**src/rtl/irq_track_pkg.sv**
```systemverilog
package irq_track_pkg;

  localparam int unsigned NUM_SPC = 4;
  localparam int unsigned SPC_SMI = 0;
  localparam int unsigned SPC_NMI = 1;
  localparam int unsigned SPC_INI = 2;
  localparam int unsigned SPC_EXT = 3;

  typedef enum logic [2:0] {
    DM_FIXED  = 3'd0,
    DM_LOWPRI = 3'd1,
    DM_SMI    = 3'd2,
    DM_RSV3   = 3'd3,
    DM_NMI    = 3'd4,
    DM_INIT   = 3'd5,
    DM_RSV6   = 3'd6,
    DM_EXT    = 3'd7
  } dmode_e;

  function automatic dmode_e spc_code(input int unsigned idx);
    case (idx)
      SPC_SMI: return DM_SMI;
      SPC_NMI: return DM_NMI;
      SPC_INI: return DM_INIT;
      default: return DM_EXT;
    endcase
  endfunction

endpackage

```
**src/rtl/irq_vec_set.sv**
```systemverilog
module irq_vec_set #(
  parameter int NUM_VEC = 256,
  parameter int WORD_W  = 32,
  localparam int VEC_W  = $clog2(NUM_VEC),
  localparam int OFF_W  = $clog2(WORD_W)
) (
  input  logic               clk,
  input  logic               rst_n,
  input  logic               set_en,
  input  logic [VEC_W-1:0]   set_vec,
  input  logic               clr_en,
  input  logic [VEC_W-1:0]   clr_vec,
  output logic [NUM_VEC-1:0] bits
);
  localparam int NUM_WORDS = NUM_VEC / WORD_W;
  localparam int WI_W      = VEC_W - OFF_W;

  for (genvar w = 0; w < NUM_WORDS; w++) begin : g_word
    logic              set_hit, clr_hit, word_en;
    logic [WORD_W-1:0] word_q, word_d;

    assign set_hit = set_en && (set_vec[VEC_W-1:OFF_W] == WI_W'(w));
    assign clr_hit = clr_en && (clr_vec[VEC_W-1:OFF_W] == WI_W'(w));
    assign word_en = set_hit || clr_hit;

    always_comb begin
      word_d = word_q;
      if (set_hit) word_d = word_d | (WORD_W'(1) << set_vec[OFF_W-1:0]);
      if (clr_hit) word_d = word_d & ~(WORD_W'(1) << clr_vec[OFF_W-1:0]);
    end

    always_ff @(posedge clk or negedge rst_n) begin
      if (!rst_n)       word_q <= '0;
      else if (word_en) word_q <= word_d;
    end

    assign bits[w*WORD_W +: WORD_W] = word_q;
  end


  clr_wins_chk: assert property (@(posedge clk) disable iff (!rst_n)
    clr_en |=> !bits[$past(clr_vec)]);


  set_sticks_chk: assert property (@(posedge clk) disable iff (!rst_n)
    (set_en && !(clr_en && clr_vec == set_vec)) |=> bits[$past(set_vec)]);

endmodule

```
**src/rtl/irq_msb_scan.sv**
```systemverilog
module irq_msb_scan #(
  parameter int NUM_VEC = 256,
  parameter int WORD_W  = 32,
  localparam int VEC_W  = $clog2(NUM_VEC),
  localparam int OFF_W  = $clog2(WORD_W)
) (
  input  logic [NUM_VEC-1:0] bits,
  output logic               any,
  output logic [VEC_W-1:0]   top
);
  localparam int NUM_WORDS = NUM_VEC / WORD_W;

  logic [NUM_WORDS-1:0]       nz;
  logic [NUM_WORDS*OFF_W-1:0] msb_flat;

  for (genvar w = 0; w < NUM_WORDS; w++) begin : g_word
    logic [OFF_W-1:0] m;
    always_comb begin
      m = '0;
      for (int b = 0; b < WORD_W; b++)
        if (bits[w*WORD_W + b]) m = OFF_W'(b);
    end
    assign nz[w] = |bits[w*WORD_W +: WORD_W];
    assign msb_flat[w*OFF_W +: OFF_W] = m;
  end

  always_comb begin
    any = |nz;
    top = '0;
    for (int w = 0; w < NUM_WORDS; w++)
      if (nz[w]) top = VEC_W'(w * WORD_W) | VEC_W'(msb_flat[w*OFF_W +: OFF_W]);
  end

endmodule

```
**src/rtl/irq_special_src.sv**
```systemverilog
module irq_special_src #(
  parameter int VEC_W = 8
) (
  input  logic             clk,
  input  logic             rst_n,
  input  logic             set_en,
  input  logic [VEC_W-1:0] set_vec,
  input  logic             clr,
  output logic             pend,
  output logic [VEC_W-1:0] vec
);
  logic             pend_d;
  logic [VEC_W-1:0] vec_d;
  logic             upd_en;

  assign upd_en = set_en || clr;

  always_comb begin
    pend_d = pend;
    vec_d  = vec;
    if (clr) begin
      pend_d = 1'b0;
    end else if (set_en) begin
      pend_d = 1'b1;
      vec_d  = set_vec;
    end
  end

  always_ff @(posedge clk or negedge rst_n) begin
    if (!rst_n) begin
      pend <= 1'b0;
      vec  <= '0;
    end else if (upd_en) begin
      pend <= pend_d;
      vec  <= vec_d;
    end
  end


  spc_latch_chk: assert property (@(posedge clk) disable iff (!rst_n)
    (set_en && !clr) |=> (pend && vec == $past(set_vec)));


  spc_clr_chk: assert property (@(posedge clk) disable iff (!rst_n)
    clr |=> (!pend && $stable(vec)));

endmodule

```
**src/rtl/irq_track.sv**
```systemverilog
module irq_track
  import irq_track_pkg::*;
#(
  parameter int NUM_VEC = 256,
  parameter int WORD_W  = 32,
  localparam int VEC_W  = $clog2(NUM_VEC)
) (
  input  logic                     clk,
  input  logic                     rst_n,
  input  logic                     req_valid,
  input  logic [VEC_W-1:0]         req_vector,
  input  logic [2:0]               req_mode,
  input  logic                     ack,
  input  logic                     eoi,
  input  logic [NUM_SPC-1:0]       spc_ack,
  output logic [VEC_W-1:0]         top_req_vec,
  output logic [VEC_W-1:0]         top_svc_vec,
  output logic [NUM_SPC-1:0]       spc_pend,
  output logic [NUM_SPC*VEC_W-1:0] spc_vec,
  output logic                     unmask_pend
);
  logic [1:0] rst_sync;
  logic       rst_n_s;

  always_ff @(posedge clk or negedge rst_n) begin
    if (!rst_n) rst_sync <= 2'b00;
    else        rst_sync <= {rst_sync[0], 1'b1};
  end
  assign rst_n_s = rst_sync[1];

  logic [NUM_VEC-1:0] req_bits, svc_bits;
  logic               req_any, svc_any;
  logic               fixed_hit, ack_go, eoi_go;

  assign fixed_hit = req_valid && (req_mode == DM_FIXED || req_mode == DM_LOWPRI);
  assign ack_go    = ack && req_any;
  assign eoi_go    = eoi && svc_any;

  irq_vec_set #(.NUM_VEC(NUM_VEC), .WORD_W(WORD_W)) u_req_set (
    .clk(clk), .rst_n(rst_n_s),
    .set_en(fixed_hit), .set_vec(req_vector),
    .clr_en(ack_go),    .clr_vec(top_req_vec),
    .bits(req_bits));

  irq_vec_set #(.NUM_VEC(NUM_VEC), .WORD_W(WORD_W)) u_svc_set (
    .clk(clk), .rst_n(rst_n_s),
    .set_en(ack_go), .set_vec(top_req_vec),
    .clr_en(eoi_go), .clr_vec(top_svc_vec),
    .bits(svc_bits));

  irq_msb_scan #(.NUM_VEC(NUM_VEC), .WORD_W(WORD_W)) u_req_scan (
    .bits(req_bits), .any(req_any), .top(top_req_vec));

  irq_msb_scan #(.NUM_VEC(NUM_VEC), .WORD_W(WORD_W)) u_svc_scan (
    .bits(svc_bits), .any(svc_any), .top(top_svc_vec));

  for (genvar i = 0; i < NUM_SPC; i++) begin : g_spc
    logic hit;
    assign hit = req_valid && (req_mode == spc_code(i));
    irq_special_src #(.VEC_W(VEC_W)) u_src (
      .clk(clk), .rst_n(rst_n_s),
      .set_en(hit), .set_vec(req_vector), .clr(spc_ack[i]),
      .pend(spc_pend[i]), .vec(spc_vec[i*VEC_W +: VEC_W]));
  end

  assign unmask_pend = spc_pend[SPC_SMI] | spc_pend[SPC_NMI] | spc_pend[SPC_INI];


  ack_clears_chk: assert property (@(posedge clk) disable iff (!rst_n_s)
    ack_go |=> !req_bits[$past(top_req_vec)]);


  ack_moves_chk: assert property (@(posedge clk) disable iff (!rst_n_s)
    (ack_go && !(eoi_go && top_svc_vec == top_req_vec)) |=> svc_bits[$past(top_req_vec)]);


  eoi_clears_chk: assert property (@(posedge clk) disable iff (!rst_n_s)
    eoi_go |=> !svc_bits[$past(top_svc_vec)]);


  empty_zero_chk: assert property (@(posedge clk) disable iff (!rst_n_s)
    (!req_any |-> top_req_vec == '0) and (!svc_any |-> top_svc_vec == '0));


  bad_mode_chk: assert property (@(posedge clk) disable iff (!rst_n_s)
    (req_valid && (req_mode == DM_RSV3 || req_mode == DM_RSV6) && !ack && !eoi && spc_ack == '0)
      |=> ($stable(req_bits) && $stable(svc_bits) && $stable(spc_pend)));


  ext_only_chk: assert property (@(posedge clk) disable iff (!rst_n_s)
    (spc_pend == (NUM_SPC'(1) << SPC_EXT)) |-> !unmask_pend);

endmodule

```
**config.mk**
```make
export PLATFORM = sky130hd
export DESIGN_NAME = irq_track
export DESIGN_NICKNAME = d
export VERILOG_FILES = /design/src/rtl/irq_track_pkg.sv /design/src/rtl/irq_vec_set.sv /design/src/rtl/irq_msb_scan.sv /design/src/rtl/irq_special_src.sv /design/src/rtl/irq_track.sv
export SDC_FILE = /design/constraint.sdc
export NUM_CORES = 1
export LEC_CHECK = 0
export ABC_AREA = 0
export CAP_MARGIN = 20
export CORE_MARGIN = 2
export CORE_UTILIZATION = 51
export CTS_CLUSTER_SIZE = 25
export DETAILED_ROUTE_END_ITERATION = 8
export DONT_BUFFER_PORTS = 1
export PLACE_DENSITY_LB_ADDON = 0.15
export REMOVE_ABC_BUFFERS = 1
export SYNTH_ARGS = -nofsm -noshare
export SYNTH_HDL_FRONTEND = slang
export SYNTH_SLANG_ARGS = --single-unit
```
**constraint.sdc**
```tcl
create_clock -name clk -period 28.4 [get_ports clk]
set_input_delay 2.84 -clock clk [delete_from_list [all_inputs] [get_ports clk]]
set_output_delay 2.84 -clock clk [all_outputs]
set_load 0.005 [all_outputs]
```
[Yosys cells after proc, flatten, opt, wreduce, memory -nomap -nowiden]
Index checks and enable logic that the tools add are counted.
Word-level totals
  register bits after elaboration: 550
  bits of input ports: 20
  output and inout port bits: 53
  logic and storage cells: 732
Cells by class
  equal/unequal tests: 26
  shifts and indexed selects: 3
  muxes and demuxes: 552
  bitwise logic cells: 40
  reductions and logical operators: 86
Operators with widths (number)
  2-to-1 mux 5 bit: 286
  2-to-1 mux 32 bit: 32
  bitwise AND 32 bit: 16
  OR 32 bit: 16
  OR reduction 256 bit: 2
  OR reduction 32 bit: 16
  2-to-1 mux 4 bit: 112
  2-to-1 mux 3 bit: 56
  left shift 1 x 5 -> 32 bit (first input constant): 3
  2-to-1 mux 8 bit: 8
  inverter 32 bit: 2
  2-to-1 mux 2 bit: 28
  == test 3 bit (second input constant): 15
  logical AND 1 bit: 31
  2-to-1 mux 7 bit: 4
  2-to-1 mux 1 bit: 24
  == test 3 x 2 -> 1 bit (second input constant): 7
  logical OR 1 bit: 21
  == test 3 x 1 -> 1 bit (second input constant): 4
  zero test 3 bit: 4
  2-to-1 mux 6 bit: 2
  AND reduction 3 bit: 4
  AND reduction 2 bit: 4
  nonzero test 2 bit: 4
  other kinds (2): 6

[Depth between registers and ports, before layout]
Gate-level depths: netlist (run 1).
  depth after elaboration: 44
  depth in mapped cells: 15
  mapped depth without buffers: 11

[By module]
A second synthesis (run 1) with hierarchy kept.
Unflattened totals
  cell total of the unflattened synthesis: 3089
  area, all modules: 28278.4 um^2
Modules (own cells, without submodules)
  irq_vec_set: instances 2, cells each 958, area each 10323.7 um^2, seq. area each 6406.1 um^2
  irq_msb_scan: instances 2, cells each 539, area each 2997.9 um^2, seq. area each 0.0 um^2
  irq_special_src: instances 4, cells each 21, area each 377.9 um^2, seq. area each 225.2 um^2
  irq_track: instances 1, cells each 11, area each 123.9 um^2, seq. area each 50.0 um^2

[Worst setup path after synthesis (run 1)]
OpenSTA, ideal clock, no wires.
  path type: register to output
  start point: register u_req_set.g_word[1].word_q[5]
  end point: output port top_req_vec[0]
  data arrival time: 2.749 ns
  required time: 25.560 ns
  path slack: 22.811 ns
  stages on the path, launching flop included: 13
  buffers on the path: 3
  cells stage by stage: dfrtp_1 -> nor4_1 -> nand2_1 -> nor4_4 -> nand2b_1 -> a221o_1 -> a311oi_2 -> o21ai_4 -> and2_0 -> buf_2 -> inv_2 -> buf_2 -> buf_4
On the way
  cells in the longest elaborated chain, start to end: 34
  elaborated cells on any way between the ends: 35
  those cells by class: 34 x mux; 1 x reduce/logical
Ends and longest elaborated chain
  from (decl): RTL line irq_vec_set.sv:20  | logic [WORD_W-1:0] word_q, word_d;
  from (signal assigned): RTL line irq_vec_set.sv:34  | else if (word_en) word_q <= word_d;
  2-to-1 mux 3 bit (3 in series): RTL line irq_msb_scan.sv:21  | if (bits[w*WORD_W + b]) m = OFF_W'(b);
  2-to-1 mux 4 bit (8 in series): RTL line irq_msb_scan.sv:21
  2-to-1 mux 5 bit (16 in series): RTL line irq_msb_scan.sv:21
  2-to-1 mux 6 bit *: RTL line irq_msb_scan.sv:31  | if (nz[w]) top = VEC_W'(w * WORD_W) | VEC_W'(msb_flat[w*OFF_W +: OFF_W]);
  2-to-1 mux 7 bit * (2 in series): RTL line irq_msb_scan.sv:31
  2-to-1 mux 8 bit * (4 in series): RTL line irq_msb_scan.sv:31
  to (decl): RTL line irq_track.sv:16  | output logic [VEC_W-1:0] top_req_vec,
Mark *: on every way between the ends. The rest lies on a longest branch, timed or not.

[Worst setup path after layout (run 1)]
  start point: register u_req_set.g_word[7].word_q[5]
  end point: output port top_req_vec[1]
On the way
  cells in the longest elaborated chain, start to end: 28
  elaborated cells on any way between the ends: 29
  those cells by class: 28 x mux; 1 x reduce/logical
Ends and longest elaborated chain (RTL line)
  from (decl): irq_vec_set.sv:20
  from (signal assigned): irq_vec_set.sv:34
  2-to-1 mux 3 bit (3 in series): irq_msb_scan.sv:21
  2-to-1 mux 4 bit (8 in series): irq_msb_scan.sv:21
  2-to-1 mux 5 bit (16 in series): irq_msb_scan.sv:21
  2-to-1 mux 8 bit *: irq_msb_scan.sv:31
Marked as above.

==> results of run 1 <==
-- per-layer routing --
| layer | part of all wire (%) | vias to the layer above |
|---|---|---|
| met5 | 0.0088 | - |
| met4 | 6.8 | 2 |
| met3 | 12 | 428 |
| met2 | 43 | 1931 |
| met1 | 38 | 13597 |
| li1 | - | 11670 |
-- kinds of logic (layout without fill, tap and decap cells) --
logic type / count (synthesis) / count (layout) / share of synthesized area, %
AO/OA/AOI/OAI: 1385 / 1385 / 28.2
multiplexers: 32 / 32 / 1.27
flip-flops: 550 / 550 / 48.5
buffers and inverters: 288 / 276 / 4.59
other: 1 / 1 / 0.0132
AND/OR/NAND/NOR: 885 / 885 / 17.4
-- worst reg2reg max path, cell delays in order (launching register included) --
cell and delay (ns):
dfrtp_1 0.43, nor4_1 0.62, nand4_1 0.35, o31ai_1 0.64, o221ai_1 0.28, a21oi_2 0.65, nand2b_1 0.69, a21oi_4 0.75
buf_4 0.71, and3_1 0.38, a2bb2oi_1 0.16
-- through the flow --
step	setup slack (ns)	power, mW
final	21.26	4.02
after global routing	21.13	4.14
after CTS	21.38	3.91
after detailed placement	22.08	3.11
after global placement	22.17	3.10
after floorplan	11.94	2.21
-- area by class of cell --
class / count / area (µm²) / area share, %
clock buffer: 93 / 1790 / 5.75
clock inverter: 14 / 174 / 0.559
inverter: 104 / 390 / 1.26
multi-input combinational: 2303 / 13500 / 43.4
sequential: 550 / 13800 / 44.3
tap: 748 / 936 / 3.01
timing repair buffer: 65 / 546 / 1.75
-- worst paths after layout --
kind	start	endpoint	slack, ns	cells past startpoint
worst min-delay path	rst_sync[0]$_DFF_PN0_	rst_sync[1]$_DFF_PN0_	0.35	0
worst min register to register	rst_sync[0]$_DFF_PN0_	rst_sync[1]$_DFF_PN0_	0.35	0
min in group asynchronous	rst_sync[1]$_DFF_PN0_	u_req_set.g_word[6].word_q[5]$_DFFE_PN0P_	0.39	0
worst max-delay path	u_req_set.g_word[7].word_q[5]$_DFFE_PN0P_	top_req_vec[1]	21.26	7
worst max register to register	u_req_set.g_word[2].word_q[13]$_DFFE_PN0P_	u_svc_set.g_word[7].word_q[25]$_DFFE_PN0P_	22.68	10
max in group asynchronous	rst_sync[1]$_DFF_PN0_	u_req_set.g_word[2].word_q[12]$_DFFE_PN0P_	25.03	3
-- report_power, final --
group | leakage [nW] | switching, mW | internal (mW)
Clock | 0.969 | 0.332 | 0.464
Sequential | 7.53 | 0.161 | 0.917
Combinational | 5.04 | 1.59 | 0.553
-- synth_stat cells (all sizes together), types with 22 or more instances --
| master | instances | share of area [%] |
|---|---|---|
| nor3 | 113 | 2.7 |
| or4 | 24 | 0.65 |
| nand3 | 29 | 0.53 |
| o31ai | 31 | 0.82 |
| nand2b | 29 | 0.64 |
| nor2b | 24 | 0.53 |
| o21ai | 73 | 1.4 |
| and3 | 24 | 0.53 |
| dfrtp | 550 | 48 |
| buf | 113 | 2.3 |
| a31oi | 117 | 2.6 |
| nand2 | 78 | 1.1 |
| nor2 | 278 | 3.7 |
| mux2 | 32 | 1.3 |
| and2 | 55 | 1.2 |
| a2bb2oi | 25 | 0.82 |
| clkbuf | 71 | 0.94 |
| a21oi | 959 | 17 |
| nor4 | 159 | 3.9 |
| nand4 | 22 | 0.48 |
| inv | 104 | 1.4 |
-- flip-flops by register name (all words and copies together) (netlist names) --
name,count
rst_sync,2
u_req_set.g_word.word_q,256
g_spc.u_src.vec,32
g_spc.u_src.pend,4
u_svc_set.g_word.word_q,256
==> metrics.txt, run 1 <==
setup total negative slack=0 ns; max-slew violations=0; crit-path max FO=9; Startpoint Class=flip-flop; drt via density=7.13; critical path required time=25.56 ns; CP peak stage delay=0.78 ns; Detail Placement HPWL=73800 µm; dpl cells=3762; most frequent cells in the layout=a21oi_1 (951), dfrtp_1 (549), nor2_1 (253); post-synthesis register bit count=550; fmax=140 MHz; RSZ-0062 raised after global routing=no; first-pass GRT wire length=168000 µm; GR Util met2=58.7%; Design Area, Final=31100 µm²; Max VDD drop=0.000125 V; final setup fails=0; Worst Setup Path Type=flip-flop to output pin; status=finished clean; CORE AREA=55100 µm²; Starting Density=51.5%; final net count=3104; Post-route DRC=0; Max Clock Skew=0.0184 ns; final hold slack=0.347 ns; Die Y=240 µm; post_cts resized=0; post-CTS setup buffers=0; synthesized instance count=3141; grt met3 use=9.64%; Crit. End Element=output pin; CTS Hold Bufs=0; CTS tree=built; Syn Area/Cell=9.04 µm²; layout cells sized above 1=10.0%; Buf/Inv on CP=0; CTS sink cnt=550; row count=86; Area Growth Syn to Fin=9.57%; Main synth FF type=dfrtp_1; Worst slew margin=12.1%; antenna violations before repair=1; Final Util=56.4%; post-route ant nets=0; Hold WC Path Type=flip-flop to flip-flop; initial DRC count=4254; crit-path cells=nor4_1 -> nand4_1 -> nor2_1 -> o311ai_0 -> o22ai_1 -> o311a_2 -> or2_1; port bufs=0; Final Non-Filler Cells=3877; sequential area share after synthesis=48.5%; Reg clk slew, reported paths=0.06 ns; via count=27628; CP delay by family, top=simple AND/OR/NAND/NOR gates; post-place instance area=29000 µm²; critical path arrival=4.30 ns; Post-Syn Area=28400 µm²; Leakage=13.5 nW; CTS Root Cell=clkbuf_16; largest net degree at the start of global routing=166; GPL Wtd Cong=0.975; period utilization=25.1%; ant diodes=0; clock buffer depth=3; Ports=73; post-layout min period=7.14 ns; number of enable flip-flop cells after synthesis=0; GRT Max-Usage Layer=met2; vias in the first global route=25984; Die Wd=240 µm; Unique masters post-synth=94; worst slew pin tran=1.31 ns; Die ar.=57600 µm²; GR Layer Usage met1=51.8%; Max-cap violations=0; ys async rst share=100%; global route total overflow=0; routed len/inst=29.4 µm; Filler cells=4952; commonest non-fill, non-tap cell in the layout=a21oi_1; First-pass DRT Iterations=8; Total Routing Usage GR=39.3%; total wire length=114000 µm; Slowest cell on crit path=or2_1; H-tree depth=2; CTS buffer count=60; power density cells=129 nW/µm²; latest clock arrival within the worst-skew pair=0.65 ns; Syn. warnings=0; Final Hold Vio Count=0
(Power assumes the default switching activity.)
==> inputs of run 2 (changes only) <==
- ABC_AREA: 0 -> 1
- clock period: 28.4 -> 6.7 ns (I/O delays scaled with it)
==> run 2 against run 1 <==
Effect of this change: non-clock buffer count fell by 15; total power rose to 2.6 times the previous value; routed wire length fell by 0.93%; final cell count rose by 27%; flip-flop and latch count did not move; sequential power rose to 3.3 times the previous value; clock power rose to 4.3 times the previous value; die area rose by 8.8%; worst setup slack got worse by 20 ns; first-iteration DRC count fell by 26%; largest power group is now sequential cells; largest cell class unchanged; clock skew rose by 0.0058 ns.
==> metrics.txt, run 2 <==
status=finished clean (unchanged); worst slew pin tran=1.25 ns (was 1.31 ns); Worst slew margin=16.1% (was 12.1%); First-pass DRT Iterations=6 (was 8); Buf/Inv on CP=1 (was 0); routed len/inst=22.9 µm (was 29.4 µm); Ports=73 (unchanged); post-layout min period=5.22 ns; Syn. warnings=0 (unchanged); power density cells=316 nW/µm² (was 129 nW/µm²); GPL Wtd Cong=1.03 (was 0.975); ys async rst share=100% (unchanged); Reg2Reg Setup Slack=1.48 ns (was 22.68 ns); Main synth FF type=dfrtp_1 (unchanged); critical path arrival=5.70 ns (was 4.30 ns); Post-synth top cells=nand2_1 (806), inv_1 (665), dfrtp_1 (550) (was a21oi_1 (951), dfrtp_1 (550), nor2_1 (277)); Post-route DRC=0 (unchanged); Max-cap violations=0 (unchanged); CP delay by family, top=simple AND/OR/NAND/NOR gates (unchanged); synthesized instance count=4157 (was 3141); dpl ws=1.74 ns (was 22.08 ns); CTS buffer count=60 (unchanged); commonest non-fill, non-tap cell in the layout=nand2_1 (was a21oi_1); most numerous cell in the Yosys netlist=nand2_1 (was a21oi_1); final hold slack=0.127 ns (was 0.347 ns); hold path cells=1 (was 0); Post-Syn Area=30900 µm² (was 28400 µm²); port bufs=0 (unchanged); drt via density=5.79 (was 7.13); post_cts resized=0 (unchanged); CTS tree=built (unchanged); CTS Root Cell=clkbuf_16 (unchanged); vias in the first global route=27614 (was 25984); final setup fails=0 (unchanged); Hold WC Path Type=input pin to flip-flop (was flip-flop to flip-flop); cell count along the critical path=24 (was 7); global route total overflow=0 (unchanged); largest net degree at the start of global routing=161 (was 166); initial DRC count=3152 (was 4254); antenna violations before repair=5 (was 1); Reg clk slew, reported paths=0.06 ns (about the same); Starting Density=51.4% (was 51.5%); layout cells sized above 1=9.57% (was 10.0%); CORE AREA=60100 µm² (was 55100 µm²); share of the synthesized area in the top cell type=44.5% (was 48.5%); Area Growth Syn to Fin=8.37% (was 9.57%); Detail Placement HPWL=78500 µm (was 73800 µm); post-synthesis register bit count=550 (unchanged); clock buffer depth=3 (unchanged); post-route ant nets=0 (unchanged); power consumption=10.6 mW (was 4.02 mW); Filler cells=5871 (was 4952); Crit. End Element=flip-flop (was output pin); CTS sink cnt=550 (unchanged); Final Util=55.7% (was 56.4%); Die ar.=62600 µm² (was 57600 µm²); RSZ-0062 raised after global routing=no (unchanged); CP peak stage delay=0.69 ns (was 0.78 ns); period utilization=78.0%; sequential area share after synthesis=44.5% (was 48.5%); Final Hold Vio Count=0 (unchanged); total wire length=113000 µm (was 114000 µm); fmax=191 MHz; leading area contributor after synthesis=dfrtp_1 (unchanged); Slowest cell on crit path=nor2_2 (was or2_1); Synth area leaders=dfrtp_1 (45%), nand2_1 (9.8%), a21oi_1 (8.9%) (was dfrtp_1 (48%), a21oi_1 (17%), nor2_1 (3.7%)); Startpoint Class=flip-flop (unchanged); first-pass GRT wire length=169000 µm (was 168000 µm); row count=90 (was 86); Worst Setup Path Type=flip-flop to flip-flop (was flip-flop to output pin); Final WS setup=1.48 ns (was 21.26 ns); Leakage=15.2 nW (was 13.5 nW); final net count=4120 (was 3104); Die Wd=250 µm (was 240 µm); H-tree depth=2 (unchanged); Syn Area/Cell=7.44 µm² (was 9.04 µm²); crit-path max FO=14 (was 9); latest clock arrival within the worst-skew pair=0.66 ns (was 0.65 ns); number of enable flip-flop cells after synthesis=0 (unchanged); top flop regs=u_req_set.g_word.word_q: 256 flops, u_svc_set.g_word.word_q: 256 flops, g_spc.u_src.vec: 32 flops (unchanged); max-slew violations=0 (unchanged); Die Y=250 µm (was 240 µm); most used cell along the critical path=nand2_1; setup total negative slack=0 ns (unchanged); Unique masters post-synth=57 (was 94); Max VDD drop=0.000556 V (was 0.000125 V); via count=28560 (was 27628); critical path required time=7.18 ns (was 25.56 ns); most frequent cells in the layout=nand2_1 (806), inv_1 (663), dfrtp_1 (549) (was a21oi_1 (951), dfrtp_1 (549), nor2_1 (253)); crit-path cells=nor2_1 -> nand2_1 -> nor2_1 -> nand2_1 -> nor3_1 -> and2_1 -> nand3b_1 -> nand2_1 -> nand2_1 -> nand2_1 -> nand2_1 -> nand2_1 -> nand2_1 -> a21oi_1 -> o21ai_1 -> a31oi_1 -> o21ai_1 -> nand3_1 -> nand2_1 -> nand3_2 -> inv_2 -> nand2_1 -> nor2_2 -> a21oi_1 (was nor4_1 -> nand4_1 -> nor2_1 -> o311ai_0 -> o22ai_1 -> o311a_2 -> or2_1); Max Clock Skew=0.0242 ns (was 0.0184 ns); Total Routing Usage GR=36.1% (was 39.3%); cells on worst reg2reg path=24 (was 10); ant diodes=0 (unchanged)
-- run 2: cell type report --
| type | instances | area [µm²] | share of cell area [%] |
|---|---|---|---|
| clock buffers | 97 | 1840 | 5.50 |
| clock inverters | 13 | 165 | 0.493 |
| inverters | 682 | 2580 | 7.69 |
| multi-input cells | 2756 | 13700 | 41.0 |
| flip-flops and latches | 550 | 13800 | 41.1 |
| well taps | 782 | 978 | 2.92 |
| repair buffers | 50 | 455 | 1.36 |
-- run 2: repair_timing --
action                    CTS  global route
buffers inserted            0             0
hold endpoints to repair    2             0
hold buffers                1             0
-- run 2: path summary, 6_finish.rpt --
check                                                            from                                   endpoint
hold / removal                                             spc_ack[2]            g_spc[2].u_src.pend$_DFFE_PN0P_
hold reg to reg                                 rst_sync[0]$_DFF_PN0_                      rst_sync[1]$_DFF_PN0_
max in group asynchronous                       rst_sync[1]$_DFF_PN0_  u_req_set.g_word[1].word_q[1]$_DFFE_PN0P_
min in group asynchronous                                       rst_n                      rst_sync[1]$_DFF_PN0_
setup reg to reg           u_req_set.g_word[0].word_q[27]$_DFFE_PN0P_  u_req_set.g_word[2].word_q[5]$_DFFE_PN0P_
setup / recovery           u_req_set.g_word[0].word_q[27]$_DFFE_PN0P_  u_req_set.g_word[2].word_q[5]$_DFFE_PN0P_
-- run 2: power breakdown --
| group | internal (mW) | leakage [nW] | total [mW] | switching (mW) |
|---|---|---|---|---|
| Sequential | 3.46 | 5.78 | 3.57 | 0.109 |
| Clock | 2.01 | 0.994 | 3.46 | 1.45 |
| Combinational | 0.594 | 8.45 | 3.57 | 2.98 |
-- run 2: through the flow --
stage / cell area [µm²] / cells
detailed placement: 31500 / 4817
CTS: 33500 / 4928
global placement: 31500 / 4815
floorplan: 30000 / 3988
global route: 33500 / 4930
finish: 33500 / 4930
-- run 2: cell families (layout without fill, tap and decap cells) --
group / count (synthesis) / after routing / share of synthesized area, %
AOI/OAI and AO/OA: 839 / 839 / 14.3
buffers and inverters: 851 / 842 / 11.4
DFF: 550 / 550 / 44.5
other: 1 / 1 / 0.0121
and+or+nand+nor: 1916 / 1916 / 29.8
-- run 2: routing by layer --
metal	up-vias	wire length, µm	GRT usage (%)
met5	-	0	0
met4	0	7800	21.7
met3	366	9670	6.60
met2	1297	50800	56.3
met1	13705	44700	47.0
li1	13192	-	-
